$ cat src/rtl/rail_seq_pkg.sv
package rail_seq_pkg;
  localparam int DLY_W = 16;
  typedef logic [DLY_W-1:0] dly_t;

  typedef enum logic [2:0] {
    SQ_IDLE,
    SQ_HOLD,
    SQ_RAMP,
    SQ_UP,
    SQ_FALL
  } seq_st_e;

  // true once a channel's elapsed tick count has met its programmed delay
  function automatic logic dly_reached(dly_t elapsed, dly_t target);
    return elapsed >= target;
  endfunction

  // one step of a saturating tick counter
  function automatic dly_t dly_advance(dly_t elapsed, logic tick);
    if (tick && (elapsed != '1)) return elapsed + dly_t'(1);
    return elapsed;
  endfunction
endpackage

$ cat src/rtl/rail_tick_gen.sv
module rail_tick_gen #(
  parameter int DIV = 500
) (
  input  logic clk,
  input  logic rst_n,
  output logic tick_o
);
  localparam int W = (DIV > 1) ? $clog2(DIV) : 1;

  logic [W-1:0] div_cnt;

  always_ff @(posedge clk or negedge rst_n) begin
    if (!rst_n)                     div_cnt <= '0;
    else if (div_cnt == W'(DIV-1))  div_cnt <= '0;
    else                            div_cnt <= div_cnt + W'(1);
  end

  assign tick_o = (div_cnt == W'(DIV-1));
endmodule

$ cat src/rtl/rail_uv_filter.sv
module rail_uv_filter #(
  parameter int HOLD = 3
) (
  input  logic clk,
  input  logic rst_n,
  input  logic tick_i,
  input  logic raw_ok_i,
  output logic ok_o
);
  localparam int W = $clog2(HOLD + 2);

  logic [W-1:0] bad_cnt;

  always_ff @(posedge clk or negedge rst_n) begin
    if (!rst_n) begin
      bad_cnt <= '0;
      ok_o    <= 1'b0;
    end else if (raw_ok_i) begin
      bad_cnt <= '0;
      ok_o    <= 1'b1;
    end else if (bad_cnt >= W'(HOLD)) begin
      ok_o    <= 1'b0;
    end else if (tick_i) begin
      bad_cnt <= bad_cnt + W'(1);
    end
  end

  // the filtered flag only falls while the raw input is bad
  p_fall_needs_bad_r2: assert property (@(posedge clk) disable iff (!rst_n)
    ($fell(ok_o) |-> !$past(raw_ok_i)));

  // a good raw input is reported good on the next edge
  p_good_follows_r2: assert property (@(posedge clk) disable iff (!rst_n)
    (raw_ok_i |=> ok_o));
endmodule

$ cat src/rtl/rail_channel.sv
module rail_channel
  import rail_seq_pkg::*;
(
  input  logic clk,
  input  logic rst_n,
  input  logic tick_i,
  input  logic clr_i,
  input  logic rise_en_i,
  input  logic fall_en_i,
  input  logic kill_i,
  input  dly_t on_dly_i,
  input  dly_t off_dly_i,
  output logic gate_o
);
  dly_t elapsed;
  logic reached;

  assign reached = rise_en_i ? dly_reached(elapsed, on_dly_i)
                             : dly_reached(elapsed, off_dly_i);

  always_ff @(posedge clk or negedge rst_n) begin
    if (!rst_n)     elapsed <= '0;
    else if (clr_i) elapsed <= '0;
    else            elapsed <= dly_advance(elapsed, tick_i);
  end

  always_ff @(posedge clk or negedge rst_n) begin
    if (!rst_n)                      gate_o <= 1'b0;
    else if (kill_i)                 gate_o <= 1'b0;
    else if (rise_en_i && reached)   gate_o <= 1'b1;
    else if (fall_en_i && reached)   gate_o <= 1'b0;
  end

  // during power-down an off gate never comes on
  p_fall_no_rise_r6: assert property (@(posedge clk) disable iff (!rst_n)
    (fall_en_i && !gate_o |=> !gate_o));

  // during power-up an on gate stays on unless killed
  p_rise_holds_r4: assert property (@(posedge clk) disable iff (!rst_n)
    (rise_en_i && !fall_en_i && !kill_i && gate_o |=> gate_o));
endmodule

$ cat src/rtl/rail_seq_ctrl.sv
module rail_seq_ctrl
  import rail_seq_pkg::*;
#(
  parameter int NCH           = 4,
  parameter int PRESCALE      = 500,
  parameter int LOCKOUT_TICKS = 1000,
  parameter int SETTLE_TICKS  = 15000,
  parameter int GLITCH_TICKS  = 3
) (
  input  logic               clk,
  input  logic               rst_n,
  input  logic               seq_en_i,
  input  logic [NCH-1:0]     uv_ok_i,
  input  logic               sysrst_line_i,
  input  logic [NCH*DLY_W-1:0] on_dly_i,
  input  logic [NCH*DLY_W-1:0] off_dly_i,
  input  logic [NCH-1:0]     gate_full_i,
  output logic [NCH-1:0]     gate_en_o,
  output logic               sysrst_pull_o,
  output logic               rst_out_n_o
);
  localparam int LCW = $clog2(LOCKOUT_TICKS + 2);
  localparam int SCW = $clog2(SETTLE_TICKS + 2);

  logic           tick;
  logic [NCH-1:0] uv_good;
  logic           all_ok, all_ok_q, ok_rise;
  logic           line_q, line_rise;
  logic           kill;
  logic [LCW-1:0] lock_cnt, hold_cnt;
  logic           lockout;
  logic [SCW-1:0] settle_cnt;
  logic           settle_cond;
  seq_st_e        state, nxt;
  logic           clr_q, rise_en, fall_en, all_on, any_on;

  rail_tick_gen #(.DIV(PRESCALE)) u_tick (
    .clk(clk), .rst_n(rst_n), .tick_o(tick)
  );

  for (genvar g = 0; g < NCH; g++) begin : g_rail
    rail_uv_filter #(.HOLD(GLITCH_TICKS)) u_filt (
      .clk(clk), .rst_n(rst_n), .tick_i(tick),
      .raw_ok_i(uv_ok_i[g]), .ok_o(uv_good[g])
    );
    rail_channel u_chan (
      .clk(clk), .rst_n(rst_n), .tick_i(tick), .clr_i(clr_q),
      .rise_en_i(rise_en), .fall_en_i(fall_en), .kill_i(kill),
      .on_dly_i(on_dly_i[g*DLY_W +: DLY_W]),
      .off_dly_i(off_dly_i[g*DLY_W +: DLY_W]),
      .gate_o(gate_en_o[g])
    );
  end

  assign all_ok    = &uv_good;
  assign ok_rise   = all_ok & ~all_ok_q;
  assign line_rise = sysrst_line_i & ~line_q;
  assign kill      = ~sysrst_line_i | ~all_ok;
  assign lockout   = (lock_cnt != '0);
  assign all_on    = &gate_en_o;
  assign any_on    = |gate_en_o;
  assign rise_en   = ((state == SQ_RAMP) || (state == SQ_UP)) && !clr_q;
  assign fall_en   = (state == SQ_FALL) && !clr_q;

  always_comb begin
    nxt = state;
    if (kill)                          nxt = SQ_IDLE;
    else if (line_rise && seq_en_i)    nxt = SQ_RAMP;
    else begin
      case (state)
        SQ_IDLE: if (seq_en_i && !lockout) nxt = SQ_HOLD;
        SQ_HOLD: if (!seq_en_i)            nxt = SQ_IDLE;
                 else if (hold_cnt == '0)  nxt = SQ_RAMP;
        SQ_RAMP: if (!seq_en_i)            nxt = SQ_FALL;
                 else if (all_on)          nxt = SQ_UP;
        SQ_UP:   if (!seq_en_i)            nxt = SQ_FALL;
        SQ_FALL: if (!any_on)              nxt = SQ_IDLE;
        default:                           nxt = SQ_IDLE;
      endcase
    end
  end

  always_ff @(posedge clk or negedge rst_n) begin
    if (!rst_n) begin
      state    <= SQ_IDLE;
      clr_q    <= 1'b0;
      all_ok_q <= 1'b0;
      line_q   <= 1'b1;
      sysrst_pull_o <= 1'b1;
    end else begin
      state    <= nxt;
      clr_q    <= (nxt != state) && ((nxt == SQ_RAMP) || (nxt == SQ_FALL));
      all_ok_q <= all_ok;
      line_q   <= sysrst_line_i;
      sysrst_pull_o <= ~all_ok;
    end
  end

  // start-up lockout window and pre-start wait, both in ticks
  always_ff @(posedge clk or negedge rst_n) begin
    if (!rst_n) begin
      lock_cnt <= '0;
      hold_cnt <= '0;
    end else begin
      if (ok_rise)                      lock_cnt <= LCW'(LOCKOUT_TICKS);
      else if (tick && lockout)         lock_cnt <= lock_cnt - LCW'(1);
      if (nxt == SQ_HOLD && state != SQ_HOLD) hold_cnt <= LCW'(LOCKOUT_TICKS);
      else if (tick && hold_cnt != '0)  hold_cnt <= hold_cnt - LCW'(1);
    end
  end

  // delayed reset release once every gate reports fully on
  assign settle_cond = (state == SQ_UP) && (&gate_full_i) && seq_en_i && !kill;

  always_ff @(posedge clk or negedge rst_n) begin
    if (!rst_n) begin
      settle_cnt  <= SCW'(SETTLE_TICKS);
      rst_out_n_o <= 1'b0;
    end else begin
      if (!settle_cond)                 settle_cnt <= SCW'(SETTLE_TICKS);
      else if (tick && settle_cnt != '0) settle_cnt <= settle_cnt - SCW'(1);
      rst_out_n_o <= settle_cond && (settle_cnt == '0);
    end
  end

  p_line_low_kills_r9: assert property (@(posedge clk) disable iff (!rst_n)
    (!sysrst_line_i |=> (gate_en_o == '0)));

  p_fault_kills_r2: assert property (@(posedge clk) disable iff (!rst_n)
    (!all_ok |=> (gate_en_o == '0)));

  p_enable_drop_rst_r8: assert property (@(posedge clk) disable iff (!rst_n)
    (!seq_en_i |=> !rst_out_n_o));

  p_release_needs_gates_r7: assert property (@(posedge clk) disable iff (!rst_n)
    (rst_out_n_o |-> (&gate_en_o)));

  p_lockout_blocks_r3: assert property (@(posedge clk) disable iff (!rst_n)
    ((state == SQ_IDLE) && lockout && !line_rise |=> (state != SQ_HOLD)));
endmodule

$ cat config.mk
export PLATFORM = sky130hd
export DESIGN_NAME = rail_seq_ctrl
export DESIGN_NICKNAME = d
export VERILOG_FILES = /design/src/rtl/rail_seq_pkg.sv /design/src/rtl/rail_tick_gen.sv /design/src/rtl/rail_uv_filter.sv /design/src/rtl/rail_channel.sv /design/src/rtl/rail_seq_ctrl.sv
export SDC_FILE = /design/constraint.sdc
export NUM_CORES = 1
export LEC_CHECK = 0
export ABC_AREA = 1
export CAP_MARGIN = 20
export CORE_MARGIN = 4
export CORE_UTILIZATION = 50
export CTS_BUF_LIST = sky130_fd_sc_hd__clkbuf_8
export CTS_CLUSTER_DIAMETER = 30
export CTS_CLUSTER_SIZE = 20
export DETAILED_ROUTE_END_ITERATION = 10
export DONT_BUFFER_PORTS = 1
export PLACE_DENSITY = 0.74
export SYNTH_ARGS = -nofsm -noshare
export SYNTH_HDL_FRONTEND = slang
export SYNTH_SLANG_ARGS = --single-unit
$ cat constraint.sdc
create_clock -name clk -period 2.3 [get_ports clk]
set_input_delay 0.115 -clock clk [delete_from_list [all_inputs] [get_ports clk]]
set_output_delay 0.115 -clock clk [all_outputs]
set_load 0.005 [all_outputs]
==> reports/qor.yml <==
outcome:
  status: "finished with violations"
  failed_checks: "negative hold slack"
clock_network:
  cts_max_level: 4
  cts_setup_buffers: 0
  cts_tree: "done"
  cts-buffers-inserted: 17
  clk_pin_slew_ps: 80
  cts_max_path_buffers: 2
  clkLatencyLatePin_ps: 450
  clkSinkCount: 135
  cts-root-buf: "clkbuf_8"
  cts_resized: 0
  cts_hold_buf: 6
timing:
  finalClockSkew_ps: 13.3
  finalCriticalPeriod_ps: 2000
  period_share_pct: 87.0
  holdWs_ps: -643
  finalMaxSlewViolations: 0
  max_slew_margin_pct: 65.6
  rsz0062_at_grt: "false"
  setup_violations: 0
  hold_violations: 135
  setup_slack_ps: 299
  max_freq_mhz: 500
  tns_ps: 0
  worst_pin_slew_ps: 514
worst_setup_path:
  crit_type: "register to register"
  cpLargestDelayFamily: "simple AND/OR/NAND/NOR gates"
  slowest_stage: "dfrtp_1"
  critPathArrivalTime_ps: 2340
  worstPathCellList: "ha_1, nand3_2, nor3_4, nand4_1, nand2_2, nand2_2, a21oi_1, nor2_1"
  critPathBufInv: 0
  r2r_start: "g_rail[0].u_chan.elapsed[1]$_DFFE_PN0P_"
  crit_top_cell: "nand2_2"
  startpoint_type: "register"
  r2r_slack_ps: 300
  worstPathRequired_ps: 2640
  startpoint: "g_rail[0].u_chan.elapsed[1]$_DFFE_PN0P_"
  end_kind: "register"
  path_max_fanout: 15
  slowest_delay_ps: 440
final_layout:
  nets: 1814
  postLayoutCellArea_mm2: 0.0118
  diodes: 0
  final_cell_mix: "nand2_1 (293), inv_1 (266), ha_1 (146), nor2_1 (137), dfrtp_1 (126)"
  final_layout_size_suffix_gt1_share_pct: 6.29
  instances_no_fill: 1821
  area_growth_pct: 7.03
  mostFrequentLayoutCell: "nand2_1"
  nFillCells: 2086
floorplanning:
  initial_utilization_pct: 50.8
  rows: 54
  die_w_um: 157
  coreArea_mm2: 0.0218
  dieArea_mm2: 0.0246
  die_h_um: 157
  ios: 146
logic_synthesis:
  synth_area_mm2: 0.0111
  synth_seq_cells: 135
  synth_top_area_share_pct: 28.5
  yosysWarnings: 0
  synth_edf_count: 0
  avgSynthCellArea_um2: 7.30
  ys_types: 45
  synth_fp_nets: 1800
  ys_seq_area_share_pct: 30.7
  yosys-top-cells-area: "dfrtp_1 (29%), ha_1 (17%), nand2_1 (9.9%)"
  synthFlopType: "dfrtp_1"
  synth_top_area_cell: "dfrtp_1"
  synth_cells: 1514
  synthArstFlopShare_pct: 100
power:
  power.switching_mw: 1.41
  pwr-share-clk_pct: 40.8
  power_frac_comb_pct: 11.3
  p_per_area_mw_per_mm2: 448
  internal-power_mw: 3.88
  switching_share_pct: 26.7
  p_seq_share_pct: 47.9
  leakagePower_nw: 6.38
  vdd_drop_max_mv: 0.321
route:
  ant_nets: 0
  wl_um: 24800
  drc: 0
  drt_iter0_markers: 622
  via_per_inst: 5.37
  dr_total_vias: 9775
  wl_per_cell_um: 13.6
  dr.pass1.iters: 5
job:
  max_cap_violations: 0
place:
  dpl.hpwl_um: 19400
  portBuffers: 0
  post-place-cells: 1783
  post_dp_cell_area_mm2: 0.0113
  dpl_worst_slack_ps: 346
  gp_congestion: 0.870
global_routing:
  first_global_vias: 9239
  grt_overflow: 0
  grt_max_degree: 136
  grt_usage_pct: 20.4
  grt_pass1_wl_um: 41800
  antenna_found_initial: 0
hold_path:
  hold_path.class: "input pin to asynchronous set/reset pin"
[state kept, by name, indices dropped and copies added, names as in the netlist, 3 cells and up]
signal / cells
g_rail.u_chan.elapsed: 64
g_rail.u_chan.gate_o: 4
g_rail.u_filt.bad_cnt: 12
g_rail.u_filt.ok_o: 4
hold_cnt: 10
lock_cnt: 10
settle_cnt: 14
state: 3
u_tick.div_cnt: 9
[power by group through the flow]
stage               sequential (mW)  combinational, mW  clock [mW]
finish                         2.54              0.596        2.16
global route                   2.55              0.713        2.31
CTS                            2.54              0.600        2.20
detailed placement             2.58              0.584           0
global placement               2.58              0.554           0
floorplan                      2.56              0.473           0
[worst reg2reg max path, cell delays in order (launching register included)]
cell and delay (ps):
dfrtp_1 440, ha_1 240, nand3_2 150, nor3_4 230, nand4_1 130, nand2_2 210
nand2_2 230, a21oi_1 200, nor2_1 60
[cell usage after synthesis, types with 3 or more instances]
master      n
o31ai_1    22
inv_1     265
inv_2      14
o21ai_0    47
buf_6       4
nand2_2     6
nand2_4     3
xnor2_1     3
nand3_1   116
a21oi_1    85
o21a_1     13
clkbuf_1    6
xor2_1     43
dfstp_2     9
nor3_2      4
a31oi_1     3
ha_1      146
a211o_1     4
o21ai_1    23
or2_2       4
nand2_1   293
a21o_1      5
nand3_2     3
nand4_1    49
buf_4       8
o21bai_1    6
dfrtp_1   126
nor2_2      6
nor3_1     40
nor2_1    137
[cell type report]
cell class | count | area, µm² | share of cell area (%)
clock inverter | 14 | 184 | 1.55
sequential | 135 | 3390 | 28.6
timing repair buffer | 16 | 135 | 1.14
tap | 280 | 350 | 2.96
inverter | 280 | 1050 | 8.88
clock buffer | 18 | 248 | 2.09
multi-input combinational | 1078 | 6470 | 54.7
[path summary, 6_finish.rpt]
| check | to | cells after the start |
|---|---|---|
| worst max-delay path | g_rail[0].u_chan.elapsed[4]$_DFFE_PN0P_ | 8 |
| worst min-delay path | g_rail[3].u_chan.elapsed[4]$_DFFE_PN0P_ | 0 |
| worst max register to register | g_rail[0].u_chan.elapsed[4]$_DFFE_PN0P_ | 8 |
| worst min register to register | u_tick.div_cnt[0]$_DFF_PN0_ | 1 |
| max in group asynchronous | line_q$_DFF_PN1_ | 0 |
| min in group clk | state[1]$_DFF_PN0_ | 6 |
[metal layers]
| metal | vias to the layer above | share of wire [%] | GRT usage [%] |
|---|---|---|---|
| met2 | 227 | 48 | 34.8 |
| met4 | 0 | 1.2 | 5.12 |
| met5 | - | 0 | 0 |
| met1 | 4519 | 47 | 27.0 |
| met3 | 25 | 4.0 | 3.29 |
| li1 | 5004 | - | - |
[through the flow]
stage          total power, mW  util (%)
2_1_floorplan             3.03         -
3_3_place_gp              3.14      52.1
3_5_place_dp              3.17      52.1
4_1_cts                   5.34      54.4
5_1_grt                   5.58      54.4
6_report                  5.30      54.4
[cells by family after synthesis]
logic type	count (synthesis)	synth area share, %
and+or+nand+nor	670	27.0
buffers and inverters	301	10.8
AOI/OAI and AO/OA	215	11.3
adders and majority gates	146	16.5
DFF	135	30.7
xor gates and xnor gates	46	3.64
muxes	1	0.0906
Power figures use the tool's default switching activity.
